<file path="src/rtl/tgate_pkg.sv">
package tgate_pkg;

  typedef enum logic [1:0] {
    SRC_PIN     = 2'd0,
    SRC_CMP_A   = 2'd1,
    SRC_CMP_B   = 2'd2,
    SRC_PIN_ALT = 2'd3
  } gate_src_e;

  // Edge helpers shared by the gate stages and the event logic.
  function automatic logic rise_of(input logic now, input logic prev);
    return now & ~prev;
  endfunction

  function automatic logic fall_of(input logic now, input logic prev);
    return ~now & prev;
  endfunction

endpackage

</file>
<file path="src/rtl/tgate_sync.sv">
module tgate_sync #(
  parameter int STAGES = 2
) (
  input  logic clk,
  input  logic rst_n,
  input  logic d,
  input  logic sync_en,
  output logic q
);
  logic [STAGES-1:0] chain;

  always_ff @(posedge clk) begin
    if (!rst_n) chain <= '0;
    else        chain <= (chain << 1) | STAGES'(d);
  end

  // Bypass keeps the source asynchronous to the timer clock.
  assign q = sync_en ? chain[STAGES-1] : d;
endmodule

</file>
<file path="src/rtl/tgate_cond.sv">
module tgate_cond
  import tgate_pkg::*;
(
  input  logic       clk,
  input  logic       rst_n,
  input  logic [1:0] gate_src,
  input  logic       pin,
  input  logic [1:0] cmp_q,
  input  logic       gate_inv,
  input  logic       tog_en,
  input  logic       sp_en,
  input  logic       sp_go_set,
  output logic       gate_final,
  output logic       sp_armed
);
  logic src_raw, pol, pol_d, rise_p;
  logic tog_q, t_lvl, t_d, rise_t, fall_t;
  logic sp_run, sp_live;

  always_comb begin
    case (gate_src_e'(gate_src))
      SRC_CMP_A: src_raw = cmp_q[0];
      SRC_CMP_B: src_raw = cmp_q[1];
      default:   src_raw = pin;
    endcase
  end

  assign pol    = src_raw ^ gate_inv;
  assign rise_p = rise_of(pol, pol_d);

  // Toggle stage: flips on each active-going edge, forced clear when off.
  always_ff @(posedge clk) begin
    if (!rst_n) begin
      pol_d <= 1'b0;
      tog_q <= 1'b0;
    end else begin
      pol_d <= pol;
      if (!tog_en)     tog_q <= 1'b0;
      else if (rise_p) tog_q <= ~tog_q;
    end
  end

  assign t_lvl  = tog_en ? tog_q : pol;
  assign rise_t = rise_of(t_lvl, t_d);
  assign fall_t = fall_of(t_lvl, t_d);

  // Single-pulse stage: armed by software, opens on a leading edge,
  // closes and disarms on the trailing edge.
  always_ff @(posedge clk) begin
    if (!rst_n) begin
      t_d      <= 1'b0;
      sp_run   <= 1'b0;
      sp_armed <= 1'b0;
    end else begin
      t_d <= t_lvl;
      if (!sp_en)                    sp_run <= 1'b0;
      else if (fall_t)               sp_run <= 1'b0;
      else if (sp_armed && rise_t)   sp_run <= 1'b1;
      if (!sp_en)                    sp_armed <= 1'b0;
      else if (sp_go_set)            sp_armed <= 1'b1;
      else if (sp_run && fall_t)     sp_armed <= 1'b0;
    end
  end

  assign sp_live    = sp_run | (sp_armed & rise_t);
  assign gate_final = sp_en ? (t_lvl & sp_live) : t_lvl;

  a_r8_toggle_held_clear: assert property (@(posedge clk) disable iff (!rst_n)
    !tog_en |=> !tog_q);
  a_r10_disable_disarms: assert property (@(posedge clk) disable iff (!rst_n)
    !sp_en |=> !sp_armed);
  a_r9_trailing_disarms: assert property (@(posedge clk) disable iff (!rst_n)
    (sp_en && sp_run && fall_t && !sp_go_set) |=> !sp_armed);
  a_r9_idle_blocks_gate: assert property (@(posedge clk) disable iff (!rst_n)
    (sp_en && !sp_armed && !sp_run) |-> !gate_final);
endmodule

</file>
<file path="src/rtl/tgate_count.sv">
module tgate_count #(
  parameter int CNT_W = 16
) (
  input  logic             clk,
  input  logic             rst_n,
  input  logic             tick_en,
  input  logic             gate_en,
  input  logic             gate_final,
  output logic [CNT_W-1:0] count
);
  logic advance;

  function automatic logic [CNT_W-1:0] step_count(input logic [CNT_W-1:0] c,
                                                  input logic inc);
    return inc ? c + 1'b1 : c;
  endfunction

  assign advance = tick_en & (~gate_en | gate_final);

  always_ff @(posedge clk) begin
    if (!rst_n) count <= '0;
    else        count <= step_count(count, advance);
  end

  a_r2_free_run: assert property (@(posedge clk) disable iff (!rst_n)
    (tick_en && !gate_en) |=> count == $past(count) + 1'b1);
  a_r3_gate_closed_holds: assert property (@(posedge clk) disable iff (!rst_n)
    (!tick_en || (gate_en && !gate_final)) |=> $stable(count));
endmodule

</file>
<file path="src/rtl/tgate_event.sv">
module tgate_event
  import tgate_pkg::*;
(
  input  logic clk,
  input  logic rst_n,
  input  logic gate_val,
  input  logic irq_clr,
  input  logic irq_en,
  output logic irq_flag,
  output logic irq_req
);
  logic gv_d, gv_fall;

  assign gv_fall = fall_of(gate_val, gv_d);

  // A new event outranks a clear arriving in the same cycle.
  always_ff @(posedge clk) begin
    if (!rst_n) begin
      gv_d     <= 1'b0;
      irq_flag <= 1'b0;
    end else begin
      gv_d <= gate_val;
      if (gv_fall)      irq_flag <= 1'b1;
      else if (irq_clr) irq_flag <= 1'b0;
    end
  end

  assign irq_req = irq_flag & irq_en;

  a_r13_event_sets: assert property (@(posedge clk) disable iff (!rst_n)
    gv_fall |=> irq_flag);
  a_r13_sticky: assert property (@(posedge clk) disable iff (!rst_n)
    (irq_flag && !irq_clr) |=> irq_flag);
  a_r13_clear_works: assert property (@(posedge clk) disable iff (!rst_n)
    (irq_clr && !gv_fall) |=> !irq_flag);
endmodule

</file>
<file path="src/rtl/tgate_unit.sv">
module tgate_unit #(
  parameter int CNT_W       = 16,
  parameter int SYNC_STAGES = 2
) (
  input  logic             clk,
  input  logic             rst_n,
  input  logic             tick_en,
  input  logic             gate_pin,
  input  logic [1:0]       cmp_in,
  input  logic [1:0]       cmp_sync_en,
  input  logic [1:0]       gate_src,
  input  logic             gate_inv,
  input  logic             gate_en,
  input  logic             tog_en,
  input  logic             sp_en,
  input  logic             sp_go_set,
  input  logic             irq_clr,
  input  logic             irq_en,
  output logic [CNT_W-1:0] count,
  output logic             gate_val,
  output logic             sp_armed,
  output logic             irq_flag,
  output logic             irq_req
);
  localparam int N_CMP = 2;

  logic [N_CMP-1:0] cmp_q;
  logic             gate_final;

  for (genvar i = 0; i < N_CMP; i++) begin : g_cmp
    tgate_sync #(.STAGES(SYNC_STAGES)) u_sync (
      .clk(clk), .rst_n(rst_n), .d(cmp_in[i]),
      .sync_en(cmp_sync_en[i]), .q(cmp_q[i])
    );
  end

  tgate_cond u_cond (
    .clk(clk), .rst_n(rst_n), .gate_src(gate_src), .pin(gate_pin),
    .cmp_q(cmp_q), .gate_inv(gate_inv), .tog_en(tog_en), .sp_en(sp_en),
    .sp_go_set(sp_go_set), .gate_final(gate_final), .sp_armed(sp_armed)
  );

  tgate_count #(.CNT_W(CNT_W)) u_count (
    .clk(clk), .rst_n(rst_n), .tick_en(tick_en), .gate_en(gate_en),
    .gate_final(gate_final), .count(count)
  );

  assign gate_val = gate_final;

  tgate_event u_event (
    .clk(clk), .rst_n(rst_n), .gate_val(gate_val), .irq_clr(irq_clr),
    .irq_en(irq_en), .irq_flag(irq_flag), .irq_req(irq_req)
  );

  a_r1_reset_clears: assert property (@(posedge clk)
    !rst_n |=> (count == '0 && !irq_flag && !sp_armed));
endmodule

</file>
<file path="config.mk">
export PLATFORM = sky130hd
export DESIGN_NAME = tgate_unit
export DESIGN_NICKNAME = d
export VERILOG_FILES = /design/src/rtl/tgate_pkg.sv /design/src/rtl/tgate_sync.sv /design/src/rtl/tgate_cond.sv /design/src/rtl/tgate_count.sv /design/src/rtl/tgate_event.sv /design/src/rtl/tgate_unit.sv
export SDC_FILE = /design/constraint.sdc
export NUM_CORES = 1
export LEC_CHECK = 0
export ABC_AREA = 1
export BUFFER_PORTS_ARGS = -buffer_cell sky130_fd_sc_hd__buf_2
export CAP_MARGIN = 10
export CORE_AREA = 2 2 80 82
export CTS_BUF_LIST = sky130_fd_sc_hd__clkbuf_8
export CTS_CLUSTER_SIZE = 28
export DETAILED_ROUTE_END_ITERATION = 6
export DIE_AREA = 0 0 82 84
export PLACE_DENSITY = 0.51
export SYNTH_ARGS = -nofsm -noshare
export SYNTH_HDL_FRONTEND = slang
export SYNTH_SLANG_ARGS = --single-unit
</file>
<file path="constraint.sdc">
create_clock -name clk -period 2.01 [get_ports clk]
set_input_delay 0.402 -clock clk [delete_from_list [all_inputs] [get_ports clk]]
set_output_delay 0.402 -clock clk [all_outputs]
set_load 0.03 [all_outputs]
</file>
* Word level (Yosys, flattened, before mapping)
Index checks and enable logic that the tools add are counted.
Word-level totals: register bits after elaboration 27, bits of input ports 17, word-level logic and storage cells 50
Cells by class: $add $sub $neg 1, equality and inequality tests 2, multiplexer cells 9, bitwise gates (word level) 21, reductions and logical operators 7
Operators by type and width (count):
- 16-bit by 1-bit adder with 16-bit output, second input constant | 1
- 1-bit bitwise AND | 8
- 1-bit two-way mux | 8
- 1-bit NOT | 8
- 2-bit by 1-bit OR with 2-bit output | 2
- 2-bit AND reduction | 2
- 2-bit nonzero test | 2
- 3-bit OR reduction | 1
- 2-bit by 1-bit == test with 1-bit output, second input constant | 1
- 2-bit == test, second input constant | 1
- 1-bit logical AND | 2
- 1-bit OR | 2
- 1-bit one-hot mux with 2 select lines | 1
- 1-bit bitwise XOR | 1

* Longest topological paths before layout
Gate-level depths: netlist (run 1).
word-level depth 12, gate-level depth with buffers 13

* Modules after synthesis
Synthesis (run 1) repeated with hierarchy kept, for this count alone.
Unflattened totals: cell total of the unflattened synthesis 214, area, all modules 1450.1 um2
Modules (own cells, without submodules):
- tgate_count | times used 1, cells an instance 131, area an instance 883.3 um2
- tgate_cond | times used 1, cells an instance 51, area an instance 344.1 um2
- tgate_sync | times used 2, cells an instance 10, area an instance 70.1 um2
- tgate_event | times used 1, cells an instance 12, area an instance 82.6 um2

* Least setup slack after synthesis (run 1)
No wires, ideal clock.
path kind input to output, start point input port gate_src[0], end point output port gate_val, arrival time 1414 ps, data required time 1608 ps, setup slack 194 ps, stages on the path 8, cells stage by stage inv_1 ha_1 inv_1 or2_0 nand3_2 nand3_2 nand3_2 inv_1
On the way: word-level cells in the longest chain between the ends 9, elaborated cells between the ends (all ways) 10, those cells by class eq/ne (2); mux (3); bitwise (5)
Ends and longest elaborated chain:
- from (decl) | RTL line tgate_unit.sv:11 | input logic [1:0] gate_src,
- 2-bit == test or 2-bit by 1-bit == test with 1-bit output (tied branches) | RTL line tgate_cond.sv:21 | case (gate_src_e'(gate_src))
- 1-bit one-hot mux with 2 select lines * | RTL line tgate_cond.sv:21
- 1-bit bitwise XOR * | RTL line tgate_cond.sv:28 | assign pol = src_raw ^ gate_inv;
- 1-bit two-way mux * | RTL line tgate_cond.sv:43 | assign t_lvl = tog_en ? tog_q : pol;
- 1-bit bitwise AND | RTL line tgate_pkg.sv:12 | return now & ~prev;
- 1-bit bitwise AND | RTL line tgate_cond.sv:65 | assign sp_live = sp_run | (sp_armed & rise_t);
- 1-bit OR | RTL line tgate_cond.sv:65
- 1-bit bitwise AND | RTL line tgate_cond.sv:66 | assign gate_final = sp_en ? (t_lvl & sp_live) : t_lvl;
- 1-bit two-way mux * | RTL line tgate_cond.sv:66
- to (decl) | RTL line tgate_unit.sv:20 | output logic gate_val,
Mark *: on every way between the ends. The rest lies on a longest branch, timed or not.

* Final worst setup path (run 1)
Same ends and word-level chain as after synthesis.

==> metrics.txt, run 1 <==
outcome completed; largest cells by area after synthesis dfxtp_1, nand2_1, nand3_1; placer congestion estimate 0.759; Worst setup SP type primary input; Die H roughly 84 microns; Core Region between 6000 and 7000 sq um; fmax roughly 0.52 GHz; Root Buffer clkbuf_8; Remaining DRCs 0; DRT Pass-1 Iters 4; Fin. Hold Viols 0; cell taking the most area after synthesis dfxtp_1; slew of the pin with the lowest slew margin about 0.35 ns; max-slew violations 0; die footprint between 6000 and 7000 sq um; CP Class primary input to primary output; Post-synth top flop dfxtp_1; GR Overflow Total 0; P per Cell Area 560 nW/um^2; Async S/R FF share, synth 0%; Syn Area/Cell 7.35 sq um; Final Cycle Share around 96%; Syn Nets approximately 220; clock slew at reported path FFs around 0.090 ns; Setup-failing EPs final 0; synthesized netlist cell count approximately 200; Layout Nets 261; Max Cap Viol 0; Total Wirelength around 3.3 mm; H-tree depth 1; post-route ant nets 0; share of the synthesized area in the top cell type 36.6%; total power about 1.0 mW; Critical Path Fanout Max 3; distinct cell type count after synthesis 28; crit end category primary output; vias in the first global route about 1300; Layout area overhead 25.4%; Post-CTS Hold Fix Bufs 0; Worst Clk Skew 0.00721 ns; Slew HR about three quarters; FP Rows 29; CTS max path bufs 2; Final Instance Area between 1500 and 2000 sq um; initial core utilization around a quarter; flops & latches, synth 27; Critical Path RT 1.61 ns; largest net degree at the start of global routing 19; Post-Syn Area approximately 1500 sq um; min-delay src cmp_in[0]; worst skew pair latency between 0.2 and 0.3 ns; hold crit path type primary input to register; routed via count about 1300; multi-input logic area 813 sq um; vias per cell about 4.3; DR iter-0 viols 80; Reg-to-Reg Start u_count.count[0]; Post-synth EDFFs 0; CTS Sinks 27; GRT Total Usage between 10 and 15%; layout cells sized above 1 between 20% and 30%; routed len/inst a little over 10 microns; Die X 82 microns; Max VDD drop roughly 0.27 mV; Leakage about 0.83 nW; register area share after synthesis around 37%; HPWL after DPL 2.43 mm; initial antenna violation count 0; fin crit period 1.92 ns; Critical Path AT approximately 1.5 ns; CP Launch Point gate_src[0]; FILL cells just under 700; # IOs 37; CTS tree done; total CTS buffers 3; number of antenna diodes 0; Cell Area, Placed roughly 1800 sq um; Warnings, synthesis 0; first-pass GRT wire length between 5 and 6 mm; I/O Buffers 36; setup TNS 0 ns; Seq. cell area between 500 and 600 sq um; final cell utilization of the core between 30% and 40%
[worst paths after layout]
kind | end | slack (ns) | depth (start not counted)
min reg2reg | g_cmp[1].u_sync.chain[1] | 0.42 | 2
max | gate_val | 0.09 | 10
max reg2reg | u_count.count[12] | 0.30 | 6
min | g_cmp[0].u_sync.chain[0] | 0.32 | 3
[Yosys cell counts, types with 2 or more instances]
cell      count
xor2_1        9
a21oi_1      17
xnor2_1       5
nor2_1       11
nand3_2       7
nor3_1        3
inv_1        28
ha_1          3
nand4_1       5
dfxtp_1      27
a21oi_2       2
nand2_1      43
nand2_4       2
clkbuf_1      2
buf_6         2
nand3_1      23
[flip-flops by register name (all words and copies together) (netlist names)]
| name | cells |
|---|---|
| u_cond.pol_d | 1 |
| u_cond.sp_armed | 1 |
| u_event.irq_flag | 1 |
| g_cmp.u_sync.chain | 4 |
| u_count.count | 16 |
| u_cond.t_d | 1 |
| u_event.gv_d | 1 |
| u_cond.tog_q | 1 |
| u_cond.sp_run | 1 |
[layout make-up]
cell class                 count  area share (%)
timing repair buffer          41            13.4
tap                           77            5.20
clock buffer                   3            2.23
inverter                      29            5.87
clock inverter                 1           0.203
multi-input combinational    139            43.9
sequential                    27            29.2
[critical path: stages]
cell and delay (ns):
buf_2 0.10, inv_2 0.04, ha_4 0.25, inv_1 0.05, or2_0 0.23, nand3_2 0.10
nand3_4 0.08, nand3_4 0.08, inv_1 0.06, buf_6 0.13
[cell families after synthesis]
group | share of synthesized area (%)
compound gates | 7.79
xor+xnor | 8.30
fa+ha+maj | 2.54
buf+inv | 10.2
flops | 36.6
simple gates | 34.5
[where the power goes]
group	switching (mW)	total (mW)	internal, mW	leakage (nW)
Sequential	0.00950	0.559	0.550	0.220
Clock	0.172	0.309	0.137	0.0269
Combinational	0.100	0.169	0.0683	0.581
[metrics by stage]
stage	worst slack, ns	hold slack, ns	cells
after floorplan	0.194	0.390	201
after global placement	0.0431	0.394	312
after detailed placement	0.00428	0.399	312
after CTS	0.0105	0.312	316
after global routing	-0.00652	0.328	317
final	0.0899	0.321	317
[routing by layer]
layer  track usage, %  up-vias  share of wire, %
li1                 -      726                 -
met1             14.2      594                48
met2             17.4       27                47
met3             2.92        2               4.5
met4             1.82        0              0.46
met5                0        -                 0
[repair_timing]
action | in CTS | in global routing
pin swaps | 0 | 4
gates resized for setup | 1 | 5
buffers inserted | 0 | 1
setup endpoints to repair | 1 | 1
[cells in the final DEF, fill, tap and decap left out, types with 2 or more instances in the layout]
| cell | netlist | layout |
|---|---|---|
| nand2_1 | 43 | 43 |
| buf_2 | 1 | 35 |
| inv_1 | 28 | 28 |
| dfxtp_1 | 27 | 27 |
| nand3_1 | 23 | 23 |
| a21oi_1 | 17 | 17 |
| nor2_1 | 11 | 11 |
| xor2_1 | 9 | 9 |
| nand3_2 | 7 | 5 |
| nand4_1 | 5 | 5 |
| xnor2_1 | 5 | 5 |
| nor3_1 | 3 | 3 |
| clkbuf_8 | 0 | 3 |
| buf_4 | 1 | 3 |
| nand3_4 | 0 | 2 |
| nand2_4 | 2 | 2 |
| a21oi_2 | 2 | 2 |
| ha_1 | 3 | 2 |
| buf_12 | 0 | 2 |
Note: power is estimated with default switching activity, not from simulation.
==> run 2, diff against run 1 <==
Settings changed: BUFFER_PORTS_ARGS -buffer_cell sky130_fd_sc_hd__buf_2 to -buffer_cell sky130_fd_sc_hd__clkbuf_2.
==> metrics.txt, run 2 (synthesized netlist as in run 1, its figures left out) <==
R2R Setup Slk 0.31 ns; GRT met3 Usage 3.14%; HPWL after DPL around 2.5 mm; GR Overflow Total 0; met1 Use GR roughly 14%; commonest cells after routing, fill and taps aside nand2_1, clkbuf_2, inv_1; Die X about 82 microns; initial antenna violation count 0; first-pass GRT wire length a little over 6 mm; Setup-failing EPs final 0; most common cell after layout, fill and taps aside nand2_1; Net Sw Frac about 27%; DRT Pass-1 Iters 4; Cell Area, Placed around 1800 sq um; total CTS buffers 3; FP Rows 29; Leakage a little over 0.8 nW; Layout Nets 263; slew of the pin with the lowest slew margin roughly 0.43 ns; CP Class primary input to primary output; I/O Buffers 36; P per Cell Area 558 nW/um^2; GRT Total Usage a little over a tenth; final cell utilization of the core between 30% and 40%; Die H between 80 and 90 microns; CTS max path bufs 2; Final Cycle Share between 90% and 100%; Worst setup SP type primary input; setup TNS 0 ns; Critical Path AT approximately 1.6 ns; Total Wirelength 3.43 mm; FILL cells 687; Post-CTS Hold Fix Bufs 0; # IOs 37; Remaining DRCs 0; largest net degree at the start of global routing 19; global routing's busiest layer met2; vias per cell between 4 and 5; hold crit path type primary input to register; vias in the first global route ~1300; die footprint 6890 sq um; outcome completed; Gate power share between 15 and 20%; routed len/inst 10.8 microns; Slew HR a little over two thirds; Net Switching 0.282 mW; routed via count approximately 1400; number of antenna diodes 0; Layout area overhead 25.9%; largest reg by FF count u_count.count; DR iter-0 viols just over 50; Max Cap Viol 0; Root Buffer clkbuf_8; CTS Sinks 27; Final Instance Area between 1500 and 2000 sq um; Fin. Hold Viols 0; max reg flops 16; Seq pwr share 53.8%; Power Internal about 0.76 mW; clock slew at reported path FFs 0.09 ns; Critical Path Fanout Max 3; worst skew pair latency between 0.2 and 0.3 ns; worst reg2reg path depth 6; Critical Path RT between 1.5 and 2 ns; Worst Clk Skew ~0.0052 ns; layout cells sized above 1 around 25%; initial core utilization about a quarter; placer congestion estimate about 0.78; fmax around 0.5 GHz; H-tree depth 1; CTS tree done; Core Region 6100 sq um; Hold Path Depth 3; post-route ant nets 0; Clock power frac around 30%; Max VDD drop around 0.26 mV; crit end category primary output; GR Util met2 18.6%; biggest regs u_count.count x16, g_cmp.u_sync.chain x4; fin crit period around 2.0 ns; max-slew violations 0
-- run 2: cell count changes in the layout (fill, tap and decap cells not counted), sizes merged --
| cell | previous run | this run |
|---|---|---|
| clkbuf | 3 | 38 |
| buf | 41 | 8 |
-- run 2: critical path, cell delays in order --
cell,delay (ns)
clkbuf_2,0.10
inv_2,0.05
ha_4,0.26
inv_1,0.05
or2_0,0.23
nand3_2,0.08
nand3_2,0.10
nand3_4,0.10
inv_1,0.06
buf_6,0.13
-- run 2: layout make-up --
cell class / count / area, sq um / share of cell area (%)
sequential: 27 / 541 / 29.1
timing repair buffer: 43 / 264 / 14.2
multi-input combinational: 139 / 806 / 43.3
clock buffer: 3 / 41.3 / 2.22
tap: 77 / 96.3 / 5.18
clock inverter: 1 / 3.75 / 0.202
inverter: 29 / 109 / 5.85
-- run 2: what timing repair did --
item / in CTS / in global routing
setup endpoints to repair: 1 / 1
gates resized for setup: 1 / 5
pin swaps: 0 / 4
setup buffers: 0 / 2
-- run 2: path summary, 6_finish.rpt --
| kind | end | startpoint |
|---|---|---|
| max reg2reg | u_count.count[12] | u_count.count[0] |
| min reg2reg | g_cmp[0].u_sync.chain[1] | g_cmp[0].u_sync.chain[0] |
| min | g_cmp[1].u_sync.chain[0] | cmp_in[1] |
| max | gate_val | gate_src[0] |
-- run 2: per-stage QoR --
| step | power [mW] | hold WS, ns | std cells | setup WS (ns) |
|---|---|---|---|---|
| after CTS | 1.05 | 0.306 | 317 | 0.0101 |
| after global placement | 0.728 | 0.394 | 313 | 0.0293 |
| final | 1.04 | 0.316 | 319 | 0.0547 |
| after detailed placement | 0.730 | 0.410 | 313 | -0.00467 |
| after global routing | 1.11 | 0.316 | 319 | -0.00607 |
| after floorplan | 0.673 | 0.390 | 201 | 0.194 |
-- run 2: power by group through the flow --
stage                     clock (mW)  sequential, mW  combinational, mW
after floorplan                    0           0.580             0.0938
after global placement             0           0.572              0.156
after detailed placement           0           0.572              0.158
after CTS                      0.334           0.559              0.159
after global routing           0.357           0.562              0.190
final                          0.309           0.559              0.171
-- run 2: metal layers --
metal	routed length, microns	up-vias	share of wire, %
li1	-	729	-
met1	1610	616	47
met2	1640	29	48
met3	162	4	4.7
met4	24	0	0.70
met5	0	-	0
